==> config.mk <==
export PLATFORM = sky130hd
export DESIGN_NAME = pdc_cache
export DESIGN_NICKNAME = d
export VERILOG_FILES = /design/src/rtl/pdc_pkg.sv /design/src/rtl/pdc_place.sv /design/src/rtl/pdc_store.sv /design/src/rtl/pdc_match.sv /design/src/rtl/pdc_cache.sv
export SDC_FILE = /design/constraint.sdc
export NUM_CORES = 2
export LEC_CHECK = 0
export BUFFER_PORTS_ARGS = -buffer_cell sky130_fd_sc_hd__clkbuf_2
export CORE_MARGIN = 2
export CORE_UTILIZATION = 65
export DETAILED_ROUTE_END_ITERATION = 10
export PLACE_DENSITY = 0.91
export SYNTH_ARGS = -nofsm -noshare
export SYNTH_HDL_FRONTEND = slang
export SYNTH_SLANG_ARGS = --single-unit
==> constraint.sdc <==
create_clock -name clk -period 4.5 [get_ports clk]
set_input_delay 0.675 -clock clk [delete_from_list [all_inputs] [get_ports clk]]
set_output_delay 0.675 -clock clk [all_outputs]
set_load 0.05 [all_outputs]
==> src/rtl/pdc_pkg.sv <==
package pdc_pkg;

    // Bits of a page descriptor that survive in the cached copy.
    localparam logic [31:0] PD_KEEP_MASK = 32'hFFFF_F836;

    // Placement decision for one fill.
    typedef enum logic [1:0] {
        FILL_LEFT_EMPTY  = 2'd0,
        FILL_RIGHT_EMPTY = 2'd1,
        ALT_TO_RIGHT     = 2'd2,
        ALT_TO_LEFT      = 2'd3
    } pdc_place_e;

    // Payload kept beside the tag in each way.
    typedef struct packed {
        logic [7:0]  acc;
        logic [31:0] desc;
    } pdc_payload_t;

    function automatic logic [31:0] pdc_clean_desc(input logic [31:0] pd);
        return (pd & PD_KEEP_MASK) | 32'h1;
    endfunction

endpackage

==> src/rtl/pdc_place.sv <==
module pdc_place
    import pdc_pkg::*;
(
    input  logic       left_valid,
    input  logic       right_valid,
    input  logic       used,
    output pdc_place_e place,
    output logic       to_right,
    output logic       next_used
);

    always_comb begin
        if (!left_valid) begin
            place = FILL_LEFT_EMPTY;
        end else if (!right_valid) begin
            place = FILL_RIGHT_EMPTY;
        end else if (!used) begin
            place = ALT_TO_RIGHT;
        end else begin
            place = ALT_TO_LEFT;
        end
    end

    always_comb begin
        unique case (place)
            FILL_LEFT_EMPTY: begin
                to_right  = 1'b0;
                next_used = 1'b0;
            end
            FILL_RIGHT_EMPTY: begin
                to_right  = 1'b1;
                next_used = 1'b1;
            end
            ALT_TO_RIGHT: begin
                to_right  = 1'b1;
                next_used = 1'b1;
            end
            ALT_TO_LEFT: begin
                to_right  = 1'b0;
                next_used = 1'b0;
            end
        endcase
    end

endmodule

==> src/rtl/pdc_store.sv <==
module pdc_store
    import pdc_pkg::*;
#(
    parameter int ROWS  = 32,
    parameter int TAG_W = 16,
    localparam int ROW_W = $clog2(ROWS)
) (
    input  logic               clk,
    input  logic               rst_n,
    input  logic               wr_en,
    input  logic [ROW_W-1:0]   wr_row,
    input  logic               wr_right,
    input  logic               wr_used,
    input  logic [TAG_W-1:0]   wr_tag,
    input  pdc_payload_t       wr_data,
    input  logic [ROWS-1:0]    kill_row,
    input  logic [ROW_W-1:0]   rd_row,
    output logic [TAG_W-1:0]   rd_tag_l,
    output logic [TAG_W-1:0]   rd_tag_r,
    output pdc_payload_t       rd_data_l,
    output pdc_payload_t       rd_data_r,
    output logic [ROWS-1:0]    valid_l,
    output logic [ROWS-1:0]    valid_r,
    output logic [ROWS-1:0]    used_q
);

    logic [TAG_W-1:0] tag_l_arr  [ROWS];
    logic [TAG_W-1:0] tag_r_arr  [ROWS];
    pdc_payload_t     data_l_arr [ROWS];
    pdc_payload_t     data_r_arr [ROWS];

    for (genvar r = 0; r < ROWS; r++) begin : g_row
        logic             vl, vr, u;
        logic [TAG_W-1:0] tl, tr;
        pdc_payload_t     dl, dr;
        logic             hit_row;

        assign hit_row = wr_en && (wr_row == ROW_W'(r));

        always_ff @(posedge clk or negedge rst_n) begin
            if (!rst_n) begin
                vl <= 1'b0;
                vr <= 1'b0;
                u  <= 1'b0;
                tl <= '0;
                tr <= '0;
                dl <= '0;
                dr <= '0;
            end else begin
                if (hit_row) begin
                    u <= wr_used;
                    if (wr_right) begin
                        vr <= 1'b1;
                        tr <= wr_tag;
                        dr <= wr_data;
                    end else begin
                        vl <= 1'b1;
                        tl <= wr_tag;
                        dl <= wr_data;
                    end
                end
                if (kill_row[r]) begin
                    vl <= 1'b0;
                    vr <= 1'b0;
                end
            end
        end

        assign valid_l[r]    = vl;
        assign valid_r[r]    = vr;
        assign used_q[r]     = u;
        assign tag_l_arr[r]  = tl;
        assign tag_r_arr[r]  = tr;
        assign data_l_arr[r] = dl;
        assign data_r_arr[r] = dr;
    end

    assign rd_tag_l  = tag_l_arr[rd_row];
    assign rd_tag_r  = tag_r_arr[rd_row];
    assign rd_data_l = data_l_arr[rd_row];
    assign rd_data_r = data_r_arr[rd_row];

endmodule

==> src/rtl/pdc_match.sv <==
module pdc_match
    import pdc_pkg::*;
#(
    parameter int TAG_W = 16
) (
    input  logic             left_valid,
    input  logic             right_valid,
    input  logic [TAG_W-1:0] probe_tag,
    input  logic [TAG_W-1:0] tag_l,
    input  logic [TAG_W-1:0] tag_r,
    input  pdc_payload_t     data_l,
    input  pdc_payload_t     data_r,
    output logic             hit,
    output logic             side_right,
    output pdc_payload_t     data
);

    logic match_l, match_r;

    assign match_l = left_valid  && (tag_l == probe_tag);
    assign match_r = right_valid && (tag_r == probe_tag);

    always_comb begin
        hit        = match_l || match_r;
        side_right = !match_l && match_r;
        if (match_l) begin
            data = data_l;
        end else if (match_r) begin
            data = data_r;
        end else begin
            data = '0;
        end
    end

endmodule

==> src/rtl/pdc_cache.sv <==
module pdc_cache
    import pdc_pkg::*;
#(
    parameter int SEC_W   = 2,
    parameter int PIDX_W  = 3,
    parameter int PIDX_LO = 11
) (
    input  logic             clk,
    input  logic             rst_n,
    input  logic             lk_valid,
    input  logic [31:0]      lk_va,
    input  logic             fill_valid,
    input  logic [31:0]      fill_va,
    input  logic [31:0]      fill_sd,
    input  logic [31:0]      fill_pd,
    input  logic             flush_valid,
    input  logic [SEC_W-1:0] flush_sec,
    output logic             rsp_valid,
    output logic             rsp_hit,
    output logic             rsp_right,
    output logic [31:0]      rsp_pd,
    output logic [7:0]       rsp_acc
);

    localparam int ROWS_PER_SEC = 1 << PIDX_W;
    localparam int ROWS         = (1 << SEC_W) * ROWS_PER_SEC;
    localparam int ROW_W        = SEC_W + PIDX_W;
    localparam int TAG_LO       = PIDX_LO + PIDX_W;
    localparam int TAG_W        = 32 - SEC_W - TAG_LO;

    // Address decode: row = section * ROWS_PER_SEC + page index.
    logic [SEC_W-1:0] fill_sec;
    logic [ROW_W-1:0] fill_row, lk_row;
    logic [TAG_W-1:0] fill_tag, lk_tag;

    assign fill_sec = fill_va[31 -: SEC_W];
    assign fill_row = {fill_va[31 -: SEC_W], fill_va[PIDX_LO +: PIDX_W]};
    assign fill_tag = fill_va[TAG_LO +: TAG_W];
    assign lk_row   = {lk_va[31 -: SEC_W], lk_va[PIDX_LO +: PIDX_W]};
    assign lk_tag   = lk_va[TAG_LO +: TAG_W];

    logic unused_bits;
    assign unused_bits = ^{fill_sd[23:0], fill_va[PIDX_LO-1:0], lk_va[PIDX_LO-1:0]};

    // A flush of the same section drops a simultaneous fill.
    logic fill_fire;
    assign fill_fire = fill_valid && !(flush_valid && (flush_sec == fill_sec));

    logic [ROWS-1:0] kill_row;
    for (genvar r = 0; r < ROWS; r++) begin : g_kill
        assign kill_row[r] = flush_valid && (flush_sec == SEC_W'(r >> PIDX_W));
    end

    logic [ROWS-1:0] vl_all, vr_all, u_all;
    logic [TAG_W-1:0] rd_tag_l, rd_tag_r;
    pdc_payload_t     rd_data_l, rd_data_r, wr_data;
    pdc_place_e       place;
    logic             to_right, next_used;

    pdc_place u_place (
        .left_valid  (vl_all[fill_row]),
        .right_valid (vr_all[fill_row]),
        .used        (u_all[fill_row]),
        .place       (place),
        .to_right    (to_right),
        .next_used   (next_used)
    );

    assign wr_data.acc  = fill_sd[31:24];
    assign wr_data.desc = pdc_clean_desc(fill_pd);

    pdc_store #(.ROWS(ROWS), .TAG_W(TAG_W)) u_store (
        .clk       (clk),
        .rst_n     (rst_n),
        .wr_en     (fill_fire),
        .wr_row    (fill_row),
        .wr_right  (to_right),
        .wr_used   (next_used),
        .wr_tag    (fill_tag),
        .wr_data   (wr_data),
        .kill_row  (kill_row),
        .rd_row    (lk_row),
        .rd_tag_l  (rd_tag_l),
        .rd_tag_r  (rd_tag_r),
        .rd_data_l (rd_data_l),
        .rd_data_r (rd_data_r),
        .valid_l   (vl_all),
        .valid_r   (vr_all),
        .used_q    (u_all)
    );

    logic         m_hit, m_right;
    pdc_payload_t m_data;

    pdc_match #(.TAG_W(TAG_W)) u_match (
        .left_valid  (vl_all[lk_row]),
        .right_valid (vr_all[lk_row]),
        .probe_tag   (lk_tag),
        .tag_l       (rd_tag_l),
        .tag_r       (rd_tag_r),
        .data_l      (rd_data_l),
        .data_r      (rd_data_r),
        .hit         (m_hit),
        .side_right  (m_right),
        .data        (m_data)
    );

    // Response register.
    always_ff @(posedge clk or negedge rst_n) begin
        if (!rst_n) begin
            rsp_valid <= 1'b0;
            rsp_hit   <= 1'b0;
            rsp_right <= 1'b0;
            rsp_pd    <= '0;
            rsp_acc   <= '0;
        end else begin
            rsp_valid <= lk_valid;
            rsp_hit   <= lk_valid && m_hit;
            rsp_right <= lk_valid && m_hit && m_right;
            rsp_pd    <= (lk_valid && m_hit) ? m_data.desc : '0;
            rsp_acc   <= (lk_valid && m_hit) ? m_data.acc  : '0;
        end
    end

endmodule

==> impl_metrics.csv <==
group,metric,value,unit
setup_path,r2r-start,"u_store.g_row[2].vr$_DFFE_PN0P_",
floorplan,coreArea,232000,sq um
place,gp_congestion,0.900,
layout,num-fill-cells,12000,
floorplan,fp.dieH,487,microns
logic_synthesis,ys_types,66,
routing,wire_per_inst,35.9,microns
grt,grt_max_degree,164,
place,hpwl,251,mm
layout,nets,9556,
sta,min_period,3.92,ns
routing,vias,94300,
grt,grt_pass1_vias,101000,
job,cap_viol_max_count,0,
sta,fmax,0.255,GHz
routing,drtIter0Drc,12300,
logic_synthesis,ys_seq_area_share,55.0,%
grt,grt_usage,38.8,%
place,dp.cells,12100,
floorplan,dieArea,237000,sq um
layout,instances_no_fill,12700,
routing,via_per_inst,7.40,
logic_synthesis,ys.warnings.count,0,
routing,routed_wl,457,mm
logic_synthesis,synthArstFlopShare,100,%
layout,final_area,168000,sq um
sta,setup_viol,0,
cts,htree_num_levels,5,
routing,ant_nets,0,
setup_path,rrSetupSlack,0.63,ns
logic_synthesis,synth_edf_count,0,
floorplan,dieWidth,487,microns
logic_synthesis,synth_cells,9608,
logic_synthesis,synth-main-ff-cell,"dfrtp_1",
cts,clock-root-buffer,"clkbuf_16",
cts,post_cts_resized,0,
routing,drt-pass1-iter-count,6,
cts,cts_setup_buffers,0,
cts,cts_buffers,335,
cts,cts_buffer_depth,4,
sta,final.period_utilization,87.1,%
sta,slew_headroom,3.90,%
grt,grt-ovfl-total,0,
setup_path,critPathRequiredTime,5.34,ns
grt,antenna_found_initial,36,
setup_path,worstPathArrival,4.76,ns
sta,holdWs,0.208,ns
cts,postCtsHoldBufs,1,
grt,grt_pass1_wl,675,mm
logic_synthesis,synth.avg_cell_area,15.8,sq um
setup_path,critPathCaptureType,"flop",
cts,insertion_delay,1.00,ns
layout,areaGrowthSynthToFinish,10.7,%
hold_path,hold_path.startpoint,"fill_va[19]",
setup_path,criticalPathCategory,"input pin to flop",
floorplan,core.rowCount,177,
setup_path,critical_path.startpoint_type,"input pin",
pwr,power.density,442,nW/um^2
layout,drive_above_1_share,52.4,%
floorplan,start_util,65.3,%
cts,clk_pin_slew,0.06,ns
pwr,p_leak,79.4,nW
routing,drc,0,
sta,final-hold-violation-count,0,
setup_path,cp-startpoint,"fill_va[12]",
setup_path,crit_path_max_fanout,27,
cts,clock-sinks,3333,
sta,setup_tns,0,ns
place,place_area,157000,sq um
logic_synthesis,syn_area,152000,sq um
run_status,status,"finished clean",
logic_synthesis,ys_seq_elements,3333,
sta,worst_pin_slew,1.44,ns
pwr,vdd_ir_drop_max,0.472,mV
floorplan,pin_count,178,
hold_path,hp-class,"input pin to flop",
sta,slew_violations,0,
cts,tritoncts,"built",
sta,skew,0.0627,ns
place,portBuffers,118,
sta,grt_setup_unrepaired,"no",
## Yosys cell counts (15+ instances only)
master	number	area, sq um
buf_6	25	282
nand2b_1	44	275
a21boi_0	28	210
nand2_1	346	1300
mux4_2	886	20000
mux2i_1	210	2100
nor2_1	38	143
buf_1	91	342
xnor2_1	23	201
dfrtp_1	3333	83400
nand3_1	62	310
nor2b_1	15	93.8
a21oi_1	28	140
o21ai_0	48	240
inv_1	39	146
o21a_1	21	158
a22oi_1	70	526
buf_2	430	2150
or2_2	29	181
buf_4	34	255
mux2_2	3093	34800
clkbuf_1	413	1550
xor2_1	17	149
nand4_1	62	388
nor3_2	28	280
mux2_1	59	664
mux4_1	18	473
## cells in the final DEF (no fill, tap or decap), types with 48 or more instances in the layout
master and instances:
a22oi_1 70, buf_12 178, buf_4 177, clkbuf_1 61, clkbuf_16 339, clkbuf_2 109
clkbuf_8 65, clkinv_2 56, dfrtp_1 3333, mux2_1 59, mux2_2 3093, mux2i_1 209
mux4_2 886, nand2_1 346, nand4_1 62, o21ai_0 48
## power breakdown
group / internal, mW / total (mW) / leakage (nW) / switching, mW
Sequential: 33.7 / 36.0 / 44.7 / 2.31
Clock: 16.8 / 28.7 / 5.47 / 12.0
Combinational: 5.25 / 9.56 / 29.2 / 4.30
Total: 55.7 / 74.3 / 79.4 / 18.6
## through the flow
| step | setup slack, ns | total power, mW | util (%) |
|---|---|---|---|
| 2_1_floorplan | 1.06 | 42.2 | - |
| 3_3_place_gp | 0.0564 | 44.3 | 67.5 |
| 3_5_place_dp | 0.0291 | 45.4 | 67.5 |
| 4_1_cts | 0.815 | 74.0 | 72.3 |
| 5_1_grt | 0.621 | 76.4 | 72.3 |
| 6_report | 0.582 | 74.3 | 72.3 |
## worst max-delay path, stage by stage
cell and delay (ns):
clkbuf_2 0.56, buf_4 0.38, o21ai_0 0.17, o211ai_1 0.31, o2111ai_1 0.21, o31a_1 0.22, mux2i_4 0.72, buf_4 0.36
nand3_4 0.40, buf_12 0.36, mux2_2 0.32
## kinds of logic after synthesis
group           count (synthesis)  synth area share (%)
mux                          4267                  38.3
flops                        3333                  55.0
buf+inv                      1042                  3.19
simple gates                  657                  2.11
compound gates                267                  1.24
xor+xnor                       41                 0.242
other cells                     1               0.00247
## registers in the layout (all words and copies together), names as in the netlist
name and cells:
rsp_right 1, u_store.g_row.tr 512, u_store.data_r_arr 1088, rsp_acc 8, u_store.g_row.u 32, rsp_hit 1, rsp_valid 1, u_store.g_row.vl 32
u_store.data_l_arr 1088, u_store.g_row.tl 512, rsp_pd 26, u_store.g_row.vr 32
## worst paths after layout
kind                                                             end  cells past startpoint
worst min-delay path              u_store.g_row[8].tr[5]$_DFFE_PN0P_                      2
worst max-delay path              u_store.g_row[7].tr[7]$_DFFE_PN0P_                     11
worst max register to register    u_store.g_row[7].tr[7]$_DFFE_PN0P_                      9
max in group asynchronous           u_store.g_row[11].vr$_DFFE_PN0P_                      4
min in group asynchronous       u_store.g_row[27].tl[14]$_DFFE_PN0P_                      2
worst min register to register   u_store.data_r_arr[760]$_DFFE_PN0P_                      1
## final cells by class
cell class	instances	area (sq um)	area share, %
multi-input combinational	5238	64000	38.1
tap	3043	3810	2.27
clock inverter	113	1490	0.885
inverter	41	166	0.0990
clock buffer	464	9590	5.71
antenna	31	77.6	0.0462
timing repair buffer	472	5520	3.29
sequential	3333	83400	49.6
## metal layers
metal / vias to the layer above / GRT usage [%] / wire (microns)
met3: 2202 / 12.5 / 55000
met4: 12 / 28.0 / 38600
li1: 35100 / - / -
met5: - / 0 / 78
met1: 49900 / 48.6 / 156000
met2: 7061 / 57.4 / 208000
No activity file was read; power rests on OpenSTA's default activity.
